File: src/rtl/snd_bus_pkg.sv
package snd_bus_pkg;

  localparam int unsigned SND_DW     = 8;
  localparam int unsigned SND_NREG   = 16;
  localparam int unsigned SND_RAW    = $clog2(SND_NREG);
  localparam int unsigned SND_SHAPE  = 13;

  typedef enum logic [1:0] {
    BUS_IDLE  = 2'b00,
    BUS_READ  = 2'b01,
    BUS_WRITE = 2'b10,
    BUS_ADDR  = 2'b11
  } bus_mode_e;

  // implemented-bit mask per register index
  function automatic logic [7:0] reg_mask(int unsigned idx);
    case (idx)
      1, 3, 5, 13:  reg_mask = 8'h0F;
      6, 8, 9, 10:  reg_mask = 8'h1F;
      default:      reg_mask = 8'hFF;
    endcase
  endfunction

endpackage

File: src/rtl/snd_bus_decode.sv
module snd_bus_decode
  import snd_bus_pkg::*;
#(
  parameter int unsigned       HI_W     = 2,
  parameter logic [HI_W-1:0]   HI_MATCH = 2'b01,
  parameter int unsigned       DW       = SND_DW,
  parameter int unsigned       RAW      = SND_RAW
) (
  input  logic            clk_i,
  input  logic            rst_ni,
  input  logic [1:0]      mode_i,
  input  logic [HI_W-1:0] addr_hi_i,
  input  logic [DW-1:0]   data_i,
  output logic [RAW-1:0]  reg_sel_o,
  output logic            wr_en_o,
  output logic            rd_en_o
);

  localparam int unsigned UPW = DW - RAW;

  bus_mode_e mode;
  logic      hi_hit;
  logic      full_hit;
  logic      addr_load;

  assign mode      = bus_mode_e'(mode_i);
  assign hi_hit    = (addr_hi_i == HI_MATCH);
  // address cycles also require the upper data lines to be zero
  assign full_hit  = hi_hit && (data_i[DW-1:RAW] == UPW'(0));
  assign addr_load = (mode == BUS_ADDR) && full_hit;

  assign wr_en_o = (mode == BUS_WRITE) && hi_hit;
  assign rd_en_o = (mode == BUS_READ)  && hi_hit;

  always_ff @(posedge clk_i or negedge rst_ni) begin
    if (!rst_ni)        reg_sel_o <= '0;
    else if (addr_load) reg_sel_o <= data_i[RAW-1:0];
  end

  p_latch_load_r2: assert property (@(posedge clk_i) disable iff (!rst_ni)
    (mode_i == 2'b11 && addr_hi_i == HI_MATCH && data_i[DW-1:RAW] == UPW'(0))
      |=> (reg_sel_o == $past(data_i[RAW-1:0])));

  p_miss_hold_r3: assert property (@(posedge clk_i) disable iff (!rst_ni)
    (mode_i == 2'b11 && (addr_hi_i != HI_MATCH || data_i[DW-1:RAW] != UPW'(0)))
      |=> $stable(reg_sel_o));

  p_latch_hold_r7: assert property (@(posedge clk_i) disable iff (!rst_ni)
    (mode_i != 2'b11) |=> $stable(reg_sel_o));

endmodule

File: src/rtl/snd_reg_bank.sv
module snd_reg_bank
  import snd_bus_pkg::*;
#(
  parameter int unsigned DW        = SND_DW,
  parameter int unsigned NREG      = SND_NREG,
  parameter int unsigned RAW       = SND_RAW,
  parameter int unsigned SHAPE_IDX = SND_SHAPE
) (
  input  logic               clk_i,
  input  logic               rst_ni,
  input  logic               wr_en_i,
  input  logic [RAW-1:0]     sel_i,
  input  logic [DW-1:0]      wdata_i,
  output logic [NREG*DW-1:0] regs_o,
  output logic               restart_o
);

  for (genvar g = 0; g < NREG; g++) begin : g_reg
    localparam logic [DW-1:0] MASK = DW'(reg_mask(g));
    logic [DW-1:0] q;
    logic          hit;

    assign hit = wr_en_i && (sel_i == RAW'(g));

    always_ff @(posedge clk_i or negedge rst_ni) begin
      if (!rst_ni)  q <= '0;
      else if (hit) q <= wdata_i & MASK;
    end

    assign regs_o[g*DW +: DW] = q;
  end

  always_ff @(posedge clk_i or negedge rst_ni) begin
    if (!rst_ni) restart_o <= 1'b0;
    else         restart_o <= wr_en_i && (sel_i == RAW'(SHAPE_IDX));
  end

  p_restart_src_r9: assert property (@(posedge clk_i) disable iff (!rst_ni)
    restart_o |-> $past(wr_en_i && sel_i == RAW'(SHAPE_IDX)));

  p_no_write_stable_r5: assert property (@(posedge clk_i) disable iff (!rst_ni)
    !wr_en_i |=> $stable(regs_o));

endmodule

File: src/rtl/snd_read_mux.sv
module snd_read_mux #(
  parameter int unsigned DW   = 8,
  parameter int unsigned NREG = 16,
  parameter int unsigned RAW  = 4
) (
  input  logic               rd_en_i,
  input  logic [RAW-1:0]     sel_i,
  input  logic [NREG*DW-1:0] regs_i,
  output logic [DW-1:0]      data_o,
  output logic               oe_o
);

  logic [DW-1:0] pick;

  always_comb begin
    pick = '0;
    for (int i = 0; i < NREG; i++) begin
      if (sel_i == RAW'(i)) pick = regs_i[i*DW +: DW];
    end
  end

  assign oe_o   = rd_en_i;
  assign data_o = rd_en_i ? pick : '0;

endmodule

File: src/rtl/snd_bus_regs.sv
module snd_bus_regs
  import snd_bus_pkg::*;
#(
  parameter int unsigned     HI_W      = 2,
  parameter logic [HI_W-1:0] HI_MATCH  = 2'b01,
  parameter int unsigned     DW        = SND_DW,
  parameter int unsigned     NREG      = SND_NREG,
  parameter int unsigned     SHAPE_IDX = SND_SHAPE
) (
  input  logic               clk_i,
  input  logic               rst_ni,
  input  logic [1:0]         mode_i,
  input  logic [HI_W-1:0]    addr_hi_i,
  input  logic [DW-1:0]      data_i,
  output logic [DW-1:0]      data_o,
  output logic               data_oe_o,
  output logic [NREG*DW-1:0] regs_o,
  output logic               env_restart_o
);

  localparam int unsigned RAW = $clog2(NREG);

  logic [RAW-1:0] reg_sel;
  logic           wr_en;
  logic           rd_en;

  snd_bus_decode #(
    .HI_W(HI_W), .HI_MATCH(HI_MATCH), .DW(DW), .RAW(RAW)
  ) i_decode (
    .clk_i, .rst_ni, .mode_i, .addr_hi_i, .data_i,
    .reg_sel_o(reg_sel), .wr_en_o(wr_en), .rd_en_o(rd_en)
  );

  snd_reg_bank #(
    .DW(DW), .NREG(NREG), .RAW(RAW), .SHAPE_IDX(SHAPE_IDX)
  ) i_bank (
    .clk_i, .rst_ni, .wr_en_i(wr_en), .sel_i(reg_sel), .wdata_i(data_i),
    .regs_o, .restart_o(env_restart_o)
  );

  snd_read_mux #(
    .DW(DW), .NREG(NREG), .RAW(RAW)
  ) i_rmux (
    .rd_en_i(rd_en), .sel_i(reg_sel), .regs_i(regs_o),
    .data_o, .oe_o(data_oe_o)
  );

  p_oe_only_read_r6: assert property (@(posedge clk_i) disable iff (!rst_ni)
    data_oe_o |-> (mode_i == 2'b01 && addr_hi_i == HI_MATCH));

  p_miss_write_r10: assert property (@(posedge clk_i) disable iff (!rst_ni)
    (addr_hi_i != HI_MATCH) |=> (!env_restart_o && $stable(regs_o)));

endmodule

File: config.mk
export PLATFORM = sky130hd
export DESIGN_NAME = snd_bus_regs
export DESIGN_NICKNAME = d
export VERILOG_FILES = /design/src/rtl/snd_bus_pkg.sv /design/src/rtl/snd_bus_decode.sv /design/src/rtl/snd_reg_bank.sv /design/src/rtl/snd_read_mux.sv /design/src/rtl/snd_bus_regs.sv
export SDC_FILE = /design/constraint.sdc
export NUM_CORES = 1
export LEC_CHECK = 0
export ABC_AREA = 0
export BUFFER_PORTS_ARGS = -buffer_cell sky130_fd_sc_hd__buf_2
export CORE_MARGIN = 3
export CORE_UTILIZATION = 57
export CTS_CLUSTER_DIAMETER = 120
export DETAILED_ROUTE_END_ITERATION = 6
export GPL_ROUTABILITY_DRIVEN = 1
export GPL_TIMING_DRIVEN = 0
export PLACE_DENSITY_LB_ADDON = 0.2
export SLEW_MARGIN = 30
export SYNTH_ARGS = -nofsm -noshare
export SYNTH_HDL_FRONTEND = slang
export SYNTH_SLANG_ARGS = --single-unit
export TNS_END_PERCENT = 20
File: constraint.sdc
create_clock -name clk_i -period 3.2 [get_ports clk_i]
set_clock_uncertainty 0.05 [all_clocks]
set_input_delay 0.16 -clock clk_i [delete_from_list [all_inputs] [get_ports clk_i]]
set_output_delay 0.16 -clock clk_i [all_outputs]
set_load 0.01 [all_outputs]
==> reports/summary.txt <==
DPL Wire Length - 11500 um
Synth area leaders - dfrtp_1, mux2_2, buf_4
max_cap viols - 0
Clock Power Share - 28.1%
placed cell count - 742
number of synthesized flops with an enable pin - 0
commonest cells after routing, fill and taps aside - buf_2, mux2_2, dfrtp_1, buf_4, conb_1
Worst Tran Pin Value - 0.581 ns
First-pass DRT Iterations - 5
share of power burned in registers - 50.9%
Yosys top cell by area - dfrtp_1
Synth Flop Type - dfrtp_1
post-synth top area share - 47.8%
final setup TNS - 0 ns
status - finished clean
Post-CTS Hold Fix Bufs - 1
fraction of layout cells with a size suffix above 1 - 48.6%
post-route minimum period - 2.65 ns
Data required, critical path - 2.99 ns
Num CTS Buffers - 9
#FFs+latches synth - 105
Root Buffer - clkbuf_8
Post-Syn Area - 5500 um2
Max Root-Sink Buffers - 2
WL per Instance - 20.4 um
H-tree level count - 3
Starting Density - 59.0%
hold path start - data_i[4]
Vias/cell - 5.87
yosys warns - 0
Distinct cells, synth - 46
final non-filler cell total - 759
Port-buffer cells - 123
via count - 4459
Critical Path Start - i_decode.reg_sel_o[2]
Num Clock Sinks - 105
I/O Pins - 152
worst vdd ir - 0.280 mV
nets - 639
Die Y - 104 um
Seq/Total Area, Yosys - 47.8%
Initial DRC Count - 368
Remaining Overflow, GRT - 0
Clock Pin Slew Worst Setup and Hold Paths - 0.10 ns
leakage - 3.64 nW
Max Clk Rate - 377 MHz
worst reg2reg path startpoint - i_decode.reg_sel_o[2]
Clock Latency Late Sink - 0.37 ns
Slew Limit Fails - 0
die area - 10900 um2
antenna violations before repair - 0
Placer Congestion - 0.955
final routed DRC violation total - 0
Crit path arrival time - 2.44 ns
ANT nets after route - 0
Synth Instances - 462
Final Util - 70.8%
mean area per synthesized cell - 11.9 um2
Tcrit/Tclk final - 82.9%
number of global-route vias before repair - 4527
antenna diode count - 0
Rows - 35
all-layer global routing usage - 29.1%
TritonCTS clock tree - yes
worst setup path class - flop to primary output
Final Hold Viols - 0
P per Cell Area - 423 nW/um2
post-CTS setup buffer count - 0
Design Power - 0.00280 W
ys async rst share - 100%
RSZ-0062 raised after global routing - no
die width - 104 um
area grow syn2layout - 20.0%
crit end category - primary output
Rel. slew slack - 61.1%
P_sw - 0.000872 W
Sw Share - 31.2%
largest net degree at the start of global routing - 60
Worst Setup Start Kind - flop
first-pass GRT wire length - 24900 um
most common cell after layout, fill and taps aside - buf_2
worst hold path class - primary input to flop
final setup violation count - 0
internal power - 0.00192 W
Post-Route WL - 15500 um
Logic pwr share - 21.0%
post_cts resized - 0
total core area - 9330 um2
crit path max fanout - 10
[final cells by class]
cell class / instances / area (um2)
repair buffers: 125 / 659
inverters: 3 / 11.3
fillers: 748 / 2730
multi-input cells: 327 / 2600
plain buffers: 54 / 363
flip-flops and latches: 105 / 2630
clock buffers: 10 / 138
well taps: 129 / 161
clock inverters: 6 / 42.5
[registers in the layout, summed over array words and instances (netlist names)]
name	count
i_decode.reg_sel_o	4
i_bank.restart_o	1
i_bank.g.q	100
[critical path, stage by stage (launching register included)]
cell and delay [ns]:
dfrtp_1 0.48, buf_4 0.22, clkbuf_1 0.40, nand2_1 0.22, o21ai_0 0.22, o221ai_1 0.14
a31oi_1 0.22, buf_2 0.17
[stage by stage]
| step | hold WS [ns] | setup slack [ns] | instance area [um2] |
|---|---|---|---|
| finish | 0.0557 | 0.547 | 6600 |
| global route | 0.0511 | 0.425 | 6600 |
| CTS | 0.0389 | 0.660 | 6600 |
| detailed placement | 0.0615 | 1.08 | 6410 |
| global placement | 0.421 | 0.867 | 6380 |
| floorplan | -0.186 | 1.38 | 5600 |
[synth_stat cells, types with 4 or more instances]
| master | instances |
|---|---|
| dfrtp_1 | 105 |
| mux2_2 | 105 |
| buf_4 | 34 |
| nand2_1 | 24 |
| o21ai_0 | 21 |
| mux2i_1 | 18 |
| nor2_1 | 17 |
| a21oi_1 | 16 |
| clkbuf_1 | 9 |
| nor3_1 | 9 |
| buf_2 | 8 |
| o22ai_1 | 8 |
| o221ai_1 | 7 |
| a211o_1 | 5 |
| a22o_1 | 5 |
| nand2b_1 | 5 |
| nor3_4 | 5 |
| nor3b_1 | 5 |
| a2bb2oi_1 | 4 |
| nand2_2 | 4 |
| nor2b_1 | 4 |
[power by group through the flow]
stage	combinational, W	sequential, W	clock [W]
3_3_place_gp	0.000558	0.00144	0
3_5_place_dp	0.000575	0.00145	0
6_report	0.000587	0.00142	0.000785
4_1_cts	0.000579	0.00142	0.000782
5_1_grt	0.000632	0.00143	0.000838
2_1_floorplan	0.000348	0.00147	0
[metal layers]
| metal | part of all wire, % | up-vias | GRT usage (%) | wire (um) |
|---|---|---|---|---|
| met5 | 0 | - | 0 | 0 |
| li1 | - | 1961 | - | - |
| met1 | 42 | 2230 | 39.2 | 6480 |
| met3 | 8.5 | 27 | 7.14 | 1320 |
| met2 | 48 | 241 | 47.3 | 7440 |
| met4 | 1.7 | 0 | 8.07 | 269 |
[worst paths after layout]
check,endpoint,slack [ns],depth (start not counted)
max in group asynchronous,i_bank.g_reg[5].q[3],2.24,3
worst min register to register,i_bank.g_reg[0].q[3],0.48,1
worst max-delay path,data_o[2],0.55,7
min in group asynchronous,i_bank.g_reg[2].q[5],0.23,2
worst max register to register,i_bank.g_reg[14].q[4],1.04,4
worst min-delay path,i_bank.g_reg[7].q[4],0.06,2
[cell families (layout without fill, tap and decap cells)]
logic type | Yosys count | count (layout) | share of synthesized area (%)
AOI/OAI and AO/OA | 81 | 81 | 9.80
DFF | 105 | 105 | 47.8
buffers and inverters | 57 | 198 | 6.80
and+or+nand+nor | 93 | 93 | 10.2
muxes | 125 | 125 | 25.4
other | 1 | 28 | 0.0682
Power figures use the tool's default switching activity.
